$ cat src/rtl/uart_stat_pkg.sv
package uart_stat_pkg;

    localparam int STAT_W = 6;
    localparam int CTL_W  = 3;

    // Flag vector, LSB = receive full.
    typedef struct packed {
        logic tx_cmp;
        logic tx_emp;
        logic frm;
        logic par;
        logic ovr;
        logic rx_full;
    } stat_t;

    // Enable vector, LSB = buffer-empty enable.
    typedef struct packed {
        logic rx_en;
        logic cmp_en;
        logic emp_en;
    } ctl_t;

    localparam stat_t STAT_RST = '{tx_cmp: 1'b0, tx_emp: 1'b1, frm: 1'b0,
                                   par: 1'b0, ovr: 1'b0, rx_full: 1'b0};

    typedef struct packed {
        logic stop;
        logic par_err;
        logic frm_err;
        logic rd_clr;
        logic err_clr;
    } rx_ev_t;

    function automatic logic rx_any(input stat_t s);
        return s.rx_full | s.ovr | s.par | s.frm;
    endfunction

endpackage

$ cat src/rtl/uart_ctl_reg.sv
module uart_ctl_reg
    import uart_stat_pkg::*;
(
    input  logic             clk,
    input  logic             rst,
    input  logic             we,
    input  logic [CTL_W-1:0] wdata,
    output ctl_t             ctl
);
    always_ff @(posedge clk) begin
        if (rst)     ctl <= '0;
        else if (we) ctl <= ctl_t'(wdata);
    end
endmodule

$ cat src/rtl/uart_tx_flags.sv
module uart_tx_flags (
    input  logic clk,
    input  logic rst,
    input  logic shift_load,
    input  logic tx_done,
    input  logic data_write,
    output logic emp,
    output logic cmp
);
    logic emp_n, cmp_n;

    always_comb begin
        // load after write: buffer free again, load wins
        emp_n = shift_load | (emp & ~data_write);
        // new data queued: line not idle, write wins
        cmp_n = ~data_write & (tx_done | cmp);
    end

    always_ff @(posedge clk) begin
        if (rst) begin
            emp <= 1'b1;
            cmp <= 1'b0;
        end else begin
            emp <= emp_n;
            cmp <= cmp_n;
        end
    end
endmodule

$ cat src/rtl/uart_rx_flags.sv
module uart_rx_flags
    import uart_stat_pkg::*;
#(
    parameter int N_ERR = 3
) (
    input  logic             clk,
    input  logic             rst,
    input  rx_ev_t           ev,
    output logic             full,
    output logic [N_ERR-1:0] err   // {framing, parity, overrun}
);
    logic             good;
    logic [N_ERR-1:0] err_set;

    assign good       = ev.stop & ~ev.par_err & ~ev.frm_err;
    assign err_set[0] = ev.stop & full & ~ev.rd_clr;
    assign err_set[1] = ev.stop & ev.par_err;
    assign err_set[2] = ev.stop & ev.frm_err;

    always_ff @(posedge clk) begin
        if (rst)             full <= 1'b0;
        else if (good)       full <= 1'b1;
        else if (ev.rd_clr)  full <= 1'b0;
    end

    for (genvar i = 0; i < N_ERR; i++) begin : g_err
        always_ff @(posedge clk) begin
            if (rst) err[i] <= 1'b0;
            else     err[i] <= err_set[i] | (err[i] & ~ev.err_clr);
        end
    end
endmodule

$ cat src/rtl/uart_irq_merge.sv
module uart_irq_merge
    import uart_stat_pkg::*;
(
    input  stat_t stat,
    input  ctl_t  ctl,
    output logic  irq
);
    logic req_emp, req_cmp, req_rx;

    always_comb begin
        req_emp = stat.tx_emp & ctl.emp_en;
        req_cmp = stat.tx_cmp & ctl.cmp_en;
        req_rx  = rx_any(stat) & ctl.rx_en;
        irq     = req_emp | req_cmp | req_rx;
    end
endmodule

$ cat src/rtl/uart_stat_irq.sv
module uart_stat_irq
    import uart_stat_pkg::*;
(
    input  logic              clk,
    input  logic              rst,
    input  logic              ctl_we,
    input  logic [CTL_W-1:0]  ctl_wdata,
    input  logic              ev_shift_load,
    input  logic              ev_tx_done,
    input  logic              ev_rx_stop,
    input  logic              ev_rx_par_err,
    input  logic              ev_rx_frm_err,
    input  logic              clr_tx_write,
    input  logic              clr_rx_read,
    input  logic              clr_err,
    output logic [STAT_W-1:0] stat_rd,
    output logic [CTL_W-1:0]  ctl_rd,
    output logic              irq
);
    ctl_t        ctl;
    stat_t       stat;
    rx_ev_t      rx_ev;
    logic        emp, cmp, full;
    logic [2:0]  err;

    uart_ctl_reg u_ctl (
        .clk(clk), .rst(rst), .we(ctl_we), .wdata(ctl_wdata), .ctl(ctl)
    );

    uart_tx_flags u_tx (
        .clk(clk), .rst(rst), .shift_load(ev_shift_load), .tx_done(ev_tx_done),
        .data_write(clr_tx_write), .emp(emp), .cmp(cmp)
    );

    assign rx_ev = '{stop: ev_rx_stop, par_err: ev_rx_par_err,
                     frm_err: ev_rx_frm_err, rd_clr: clr_rx_read,
                     err_clr: clr_err};

    uart_rx_flags #(.N_ERR(3)) u_rx (
        .clk(clk), .rst(rst), .ev(rx_ev), .full(full), .err(err)
    );

    assign stat = '{tx_cmp: cmp, tx_emp: emp, frm: err[2], par: err[1],
                    ovr: err[0], rx_full: full};

    uart_irq_merge u_irq (.stat(stat), .ctl(ctl), .irq(irq));

    assign stat_rd = stat;
    assign ctl_rd  = ctl;
endmodule

$ cat config.mk
export PLATFORM = sky130hd
export DESIGN_NAME = uart_stat_irq
export DESIGN_NICKNAME = d
export VERILOG_FILES = /design/src/rtl/uart_stat_pkg.sv /design/src/rtl/uart_ctl_reg.sv /design/src/rtl/uart_tx_flags.sv /design/src/rtl/uart_rx_flags.sv /design/src/rtl/uart_irq_merge.sv /design/src/rtl/uart_stat_irq.sv
export SDC_FILE = /design/constraint.sdc
export NUM_CORES = 1
export LEC_CHECK = 0
export BUFFER_PORTS_ARGS = -buffer_cell sky130_fd_sc_hd__buf_2
export CAP_MARGIN = 20
export CORE_AREA = 2 2 39 41
export CTS_CLUSTER_DIAMETER = 50
export DETAILED_ROUTE_END_ITERATION = 6
export DIE_AREA = 0 0 41 43
export PLACE_DENSITY = 0.64
export SLEW_MARGIN = 20
export SYNTH_ARGS = -nofsm -noshare
export SYNTH_HDL_FRONTEND = slang
export SYNTH_SLANG_ARGS = --single-unit
export TNS_END_PERCENT = 1
$ cat constraint.sdc
create_clock -name clk -period 0.8 [get_ports clk]
set_input_delay 0.04 -clock clk [delete_from_list [all_inputs] [get_ports clk]]
set_output_delay 0.04 -clock clk [all_outputs]
set_load 0.01 [all_outputs]
# After elaboration in Yosys (flattened, before gate mapping)

Index checks and enable logic that the tools add are counted.

Latch bits: 0
Register bits after elaboration: 9
Bits in read-only memories: 0
Output and inout bits: 10
Input bits: 14
RAM bits: 0
Memories kept: 0

Eq/ne operators: 0
Bitwise operators: 29
Shift-type cells: 0
Reduce and logical (&&, ||, !) cells: 1
$add $sub $neg: 0
Div/mod/pow operators: 0
Multiplexer cells: 2
$mul: 0
$lt $le $gt $ge: 0

Operators with widths:

| operator           | number |
|---|---|
| 1-bit bitwise AND  | 14 |
| 1-bit bitwise OR   | 10 |
| 1-bit NOT          | 5 |
| 1-bit two-way mux  | 2 |
| 2-bit nonzero test | 1 |

# Depth between registers and ports, before layout

Gate-level depths: netlist of run 1.

Depth in word-level cells: 5
Depth in mapped cells: 3

# Cells and area by module

A second synthesis of run 1 with hierarchy kept.

Cell total of the unflattened synthesis: 38
Area, all modules: 366.6 sq um

By module, submodules not included:

| module         | area an instance (sq um) | instances | cells an instance | sequential area each (sq um) |
|---|---|---|---|---|
| uart_rx_flags  | 148.9                    | 1         | 16                | 80.1 |
| uart_ctl_reg   | 101.3                    | 1         | 9                 | 60.1 |
| uart_tx_flags  | 66.3                     | 1         | 7                 | 40.0 |
| uart_irq_merge | 27.5                     | 1         | 3                 | 0.0 |
| uart_stat_irq  | 22.5                     | 1         | 3                 | 0.0 |

# Worst setup path before layout of run 1

OpenSTA, ideal clock, no wires.

Path type: register -> output
Start point: reg u_rx.err[0]
End point: out irq
Arrival time: 0.786 ns
Buffers on the path: 0
Path slack: -0.026 ns
Cell stages (with the launch flop): 3
Cell sequence: dfxtp_1 o41ai_1 nand2_1

Word-level cells in the longest chain between the ends: 5

RTL lines:

| item                            | RTL line             | text |
|---|---|---|
| start, declared                 | uart_rx_flags.sv:10  | `output logic [N_ERR-1:0] err` |
| start signal, assigned by index | uart_rx_flags.sv:29  | `else err[i] <= err_set[i] \| (err[i] & ~ev.err_clr);` |
| 1-bit bitwise OR (3 in a row)   | uart_stat_pkg.sv:35  | `return s.rx_full \| s.ovr \| s.par \| s.frm;` |
| 1-bit bitwise AND               | uart_irq_merge.sv:13 | `req_rx = rx_any(stat) & ctl.rx_en;` |
| 1-bit bitwise OR                | uart_irq_merge.sv:14 | `irq = req_emp \| req_cmp \| req_rx;` |
| end, declared                   | uart_stat_irq.sv:18  | `output logic irq` |

Every way passes these cells.

# Worst setup path in the final report of run 1

Start point: reg u_rx.err[2]
End point: out irq

Word-level cells in the longest chain between the ends: 3

RTL lines:

| item              | RTL line |
|---|---|
| 1-bit bitwise OR  | uart_stat_pkg.sv:35 |
| 1-bit bitwise AND | uart_irq_merge.sv:13 |
| 1-bit bitwise OR  | uart_irq_merge.sv:14 |

Every way passes these cells.

==> flow_summary.ini, run 1 <==
[floorplan]
core_sq_mm = 0.00138
start_util = 0.259
fp.dieW_microns = 41
die_h_microns = 43
die_area_sq_mm = 0.00176
pin_count = 24
rows = 14

[critical_path]
cp_max_fo = 2
cpPeakStageDelay_ns = 0.33
crit_path_end_kind = output port
crit_slowest_cell = dfxtp_2
critical_path.n_buffers_inverters = 1
critPathKind = reg -> out
reg2reg_from = u_rx.full
cp.required_ns = 0.76
path_cells = o41ai_2 -> nand2_1 -> buf_2
startpoint = u_rx.err[2]
critical-path-top-delay-family = flip-flops
start_kind = register
arrival_ns = 1.10

[status]
failed_checks = setup timing
outcome = complete, but fails checks

[timing]
rsz0062_at_grt = true
fmax_ghz = 0.876
hold_violations = 0
tightest_slew_ns = 0.214
finClkSkew_ns = 0.0000148
final.setup.worst_slack_ns = -0.341
period_share = 1.43
finalCriticalPeriod_ns = 1.14
setup_viol = 6
drv_slew = 0
hold_ws_ns = 0.0220
slew_headroom = 0.856

[synth]
syn_inst = 39
syn_nets = 53
yosysSeqAreaShare = 0.503
syn_area_per_cell_sq_um = 9.18
syn_area_sq_um = 358
synth_cell_types = 15
ys_seq_elements = 9
ys_warn_count = 0

[cts]
clockBufferDepth = 2
cts.clk_slew.worst_paths_ns = 0.06
clockRootBuffer = clkbuf_4
clock-sinks = 9
cts_tree = done
clock_latency_ns = 0.25
htreeDepth = 1
cts_buffers = 3

[placement]
gp_congestion = 0.667
port_buffers = 23
dp_worst_setup_slack_ns = -0.0628

[drt]
routed_wl_microns = 848
postRouteAntennaNets = 0
drtIter0Drc = 6
drc_errors = 0
avgRoutedWirePerCell_microns = 9.98
vias = 371
via_per_inst = 4.36
firstDrtPassIters = 4

[finish]
nNetsFinal = 84
antenna_cells = 0
drive_gt1_frac = 0.594
nFillCells = 138
layout_commonest_cell = buf_2
multi_input_area_sq_um = 155
area.sequential_sq_um = 191
layout_common_cells = buf_2, buf_6, dfxtp_2
area_growth_pct = 73.8

[pwr]
vdd_drop_max_v = 0.000814
leakage_uw = 0.000307
p_per_area_mw_per_mm2 = 1600

[worst_hold_path]
hold_start = ctl_wdata[2]
hp-class = in -> reg

[job]
maxCapViolations = 0

[global_route]
grt_usage = 0.110
grt_max_degree = 10
antenna_found_initial = 0
grt_pass1_wl_microns = 1260
first_global_vias = 322
grt-ovfl-total = 0
[repair_timing]
item,CTS,global route
gates cloned,0,0
buffers inserted,1,0
hold endpoints to repair,2,0
pin swaps,2,0
endpoints found under the setup margin,7,10
hold buffers,2,0
gates resized for setup,6,13
[layer usage]
| metal | track usage | share of wire | vias to the layer above |
|---|---|---|---|
| met2 | 0.169 | 0.51 | 17 |
| met1 | 0.111 | 0.39 | 166 |
| li1 | - | - | 188 |
| met5 | 0 | 0 | - |
| met4 | 0.0600 | 0 | 0 |
| met3 | 0.0628 | 0.093 | 0 |
[state kept, by name, indices dropped and copies added, names as in the netlist]
register / cells
u_ctl.ctl: 3
u_rx.err: 3
u_rx.full: 1
u_tx.cmp: 1
u_tx.emp: 1
[path summary, 6_finish.rpt]
check	endpoint	slack, ns	cells after the start
worst max-delay path	irq	-0.34	3
worst min-delay path	u_ctl.ctl[2]	0.02	3
worst max register to register	u_rx.err[0]	0.06	3
worst min register to register	u_tx.cmp	0.49	2
[tightest hold or removal path, cell delays in order]
cell	delay, ns
buf_2	0.07
mux2i_1	0.05
nor2_1	0.07
[stage by stage]
stage / utilization / TNS [ns] / std cells / power (uW) / cell area [sq um]
6_report: 0.449 / -0.543 / 85 / 995 / 622
5_1_grt: 0.449 / -0.822 / 85 / 1070 / 622
4_1_cts: 0.418 / -0.703 / 85 / 995 / 578
3_5_place_dp: 0.364 / -0.0628 / 78 / 633 / 504
3_3_place_gp: 0.364 / -0.0674 / 78 / 633 / 504
2_1_floorplan: - / 0 / 39 / 561 / 365
[cells in the mapped netlist, drive strengths merged]
master / number / area share
o21ai: 1 / 0.014
nand3b: 1 / 0.021
a22oi: 1 / 0.021
inv: 1 / 0.010
o41ai: 1 / 0.024
mux2i: 3 / 0.084
nor3: 1 / 0.014
buf: 3 / 0.063
nand2: 3 / 0.031
or3b: 1 / 0.024
dfxtp: 9 / 0.50
nor2: 5 / 0.052
nand2b: 4 / 0.070
clkbuf: 1 / 0.010
a21oi: 4 / 0.056
[cell type report]
class                   count  share of cell area
well taps                  16              0.0322
clock buffers               4              0.0423
flip-flops and latches      9               0.308
multi-input cells          25               0.249
repair buffers             30               0.362
inverters                   1             0.00604
[cells by family after synthesis]
family                 count (synthesis)  share of synthesized area
AND/OR/NAND/NOR                       15                      0.213
multiplexers                           3                     0.0839
flip-flops                             9                      0.503
AO/OA/AOI/OAI                          7                      0.115
buffers and inverters                  5                     0.0839
[where the power goes]
group | internal [uW] | switching [uW]
clock network | 191 | 141
registers | 475 | 17.3
logic | 102 | 67.5
total | 768 | 226
Power figures use the tool's default switching activity.
==> run 2: changes to the inputs <==
- HOLD_SLACK_MARGIN: default -> 0.1
- RECOVER_POWER: default -> 100
==> flow_summary.ini, run 2 (synthesized netlist as in run 1, its figures left out) <==
[status]
outcome = complete, but fails checks
failed_checks = setup timing

[drt]
routed_wl_microns = 947
vias = 411
postRouteAntennaNets = 0
firstDrtPassIters = 2
avgRoutedWirePerCell_microns = 9.97
drc_errors = 0
via_per_inst = 4.33
drtIter0Drc = 4

[floorplan]
start_util = 0.259
die_area_sq_mm = 0.00176
rows = 14
pin_count = 24
fp.dieW_microns = 41
die_h_microns = 43
core_sq_mm = 0.00138

[global_route]
grt_usage = 0.124
grt-ovfl-total = 0
met3_usage = 0.0628
first_global_vias = 362
met2_usage = 0.206
grt_max_degree = 10
grt_pass1_wl_microns = 1410
antenna_found_initial = 0
top_usage_layer = met2
use_met1 = 0.117

[critical_path]
ff2ff_path_depth = 3
path_cells = o41ai_2 -> nand2_1 -> buf_2
cp_max_fo = 2
start_kind = register
critical-path-top-delay-family = flip-flops
reg2reg_slack_ns = 0.06
crit_slowest_cell = dfxtp_2
crit_path_end_kind = output port
cp.required_ns = 0.76
critPathKind = reg -> out
arrival_ns = 1.10
critical_path.n_buffers_inverters = 1
reg2reg_from = u_rx.full
cpPeakStageDelay_ns = 0.33
rr_endpoint = u_rx.err[0]

[cts]
clock_latency_ns = 0.25
clock-sinks = 9
clockBufferDepth = 2
htreeDepth = 1
cts_buffers = 3
cts_tree = done
cts.clk_slew.worst_paths_ns = 0.06
clockRootBuffer = clkbuf_4
ctsHoldBuffers = 12

[job]
maxCapViolations = 0

[timing]
rsz0062_at_grt = true
slew_headroom = 0.856
hold_violations = 0
finClkSkew_ns = 0.0000148
drv_slew = 0
fmax_ghz = 0.877
finalCriticalPeriod_ns = 1.14
tightest_slew_ns = 0.214
period_share = 1.43
final.setup.worst_slack_ns = -0.341
setup_viol = 9
hold_ws_ns = 0.102

[pwr]
p_sw_uw = 233
leakage_uw = 0.000343
p_per_area_mw_per_mm2 = 1450
vdd_drop_max_v = 0.000829
p_sw_frac = 0.227
clockPowerShare = 0.324
p_int_uw = 793
pwr-share-comb = 0.197
p_seq_frac = 0.478

[finish]
nNetsFinal = 94
multi_input_area_sq_um = 159
drive_gt1_frac = 0.519
layout_commonest_cell = buf_2
layout_common_cells = buf_2, dlygate4sd3_1, dfxtp_2
area_growth_pct = 97.9
nFillCells = 130
area.sequential_sq_um = 190
antenna_cells = 0
largestRegisters = u_ctl.ctl (3), u_rx.err (3)

[worst_hold_path]
worstHoldPathCells = 3
min_to = u_ctl.ctl[0]
hold_start = ctl_we
hp-class = in -> reg

[placement]
gp_congestion = 0.667
dp_worst_setup_slack_ns = -0.0628
port_buffers = 23
==> run 2: area by class of cell <==
class | instances | area share
well taps | 16 | 0.0283
repair buffers | 40 | 0.436
multi-input cells | 25 | 0.224
inverters | 1 | 0.00530
flip-flops and latches | 9 | 0.269
clock buffers | 4 | 0.0371
==> run 2: metrics by stage <==
stage | TNS [ns] | util | instances | cell area (sq um) | total power, uW
after global routing | -1.27 | 0.512 | 95 | 708 | 1100
after detailed placement | -0.0628 | 0.364 | 78 | 504 | 633
final | -0.867 | 0.512 | 95 | 708 | 1030
after global placement | -0.0674 | 0.364 | 78 | 504 | 633
after CTS | -0.969 | 0.490 | 95 | 678 | 1030
after floorplan | 0 | - | 39 | 365 | 561
==> run 2: worst max-delay path by stage <==
stage,end,depth (start not counted),slack [ns],from
2_1_floorplan,irq,2,0.0006,u_rx.err[0]
3_3_place_gp,irq,3,-0.07,u_rx.full
3_5_place_dp,irq,3,-0.06,u_rx.full
4_1_cts,irq,3,-0.35,u_rx.err[2]
5_1_grt,irq,3,-0.42,u_rx.err[2]
6_report,irq,3,-0.34,u_rx.err[2]
==> run 2: what timing repair did <==
action                     4_1_cts  5_1_grt
hold endpoints to repair         9        1
pin swaps                        2        2
resized for setup                6       11
setup endpoints to repair        7       14
buffers inserted                 1        0
==> run 2: power groups by stage <==
stage	Clock [uW]	Sequential [uW]	Combinational, uW
6_report	333	490	203
3_5_place_dp	0	496	137
5_1_grt	389	493	221
3_3_place_gp	0	496	137
2_1_floorplan	0	503	58.4
4_1_cts	351	487	194
==> run 2: metal layers <==
layer / part of all wire / vias to the layer above
met5: 0 / -
met1: 0.39 / 184
met4: 0 / 0
li1: - / 210
met2: 0.53 / 17
met3: 0.076 / 0
==> run 2: worst register-to-register path, cell delays in order, from the launching register on <==
cell	delay (ns)
dfxtp_2	0.34
buf_6	0.10
nand3b_1	0.08
a21oi_1	0.14
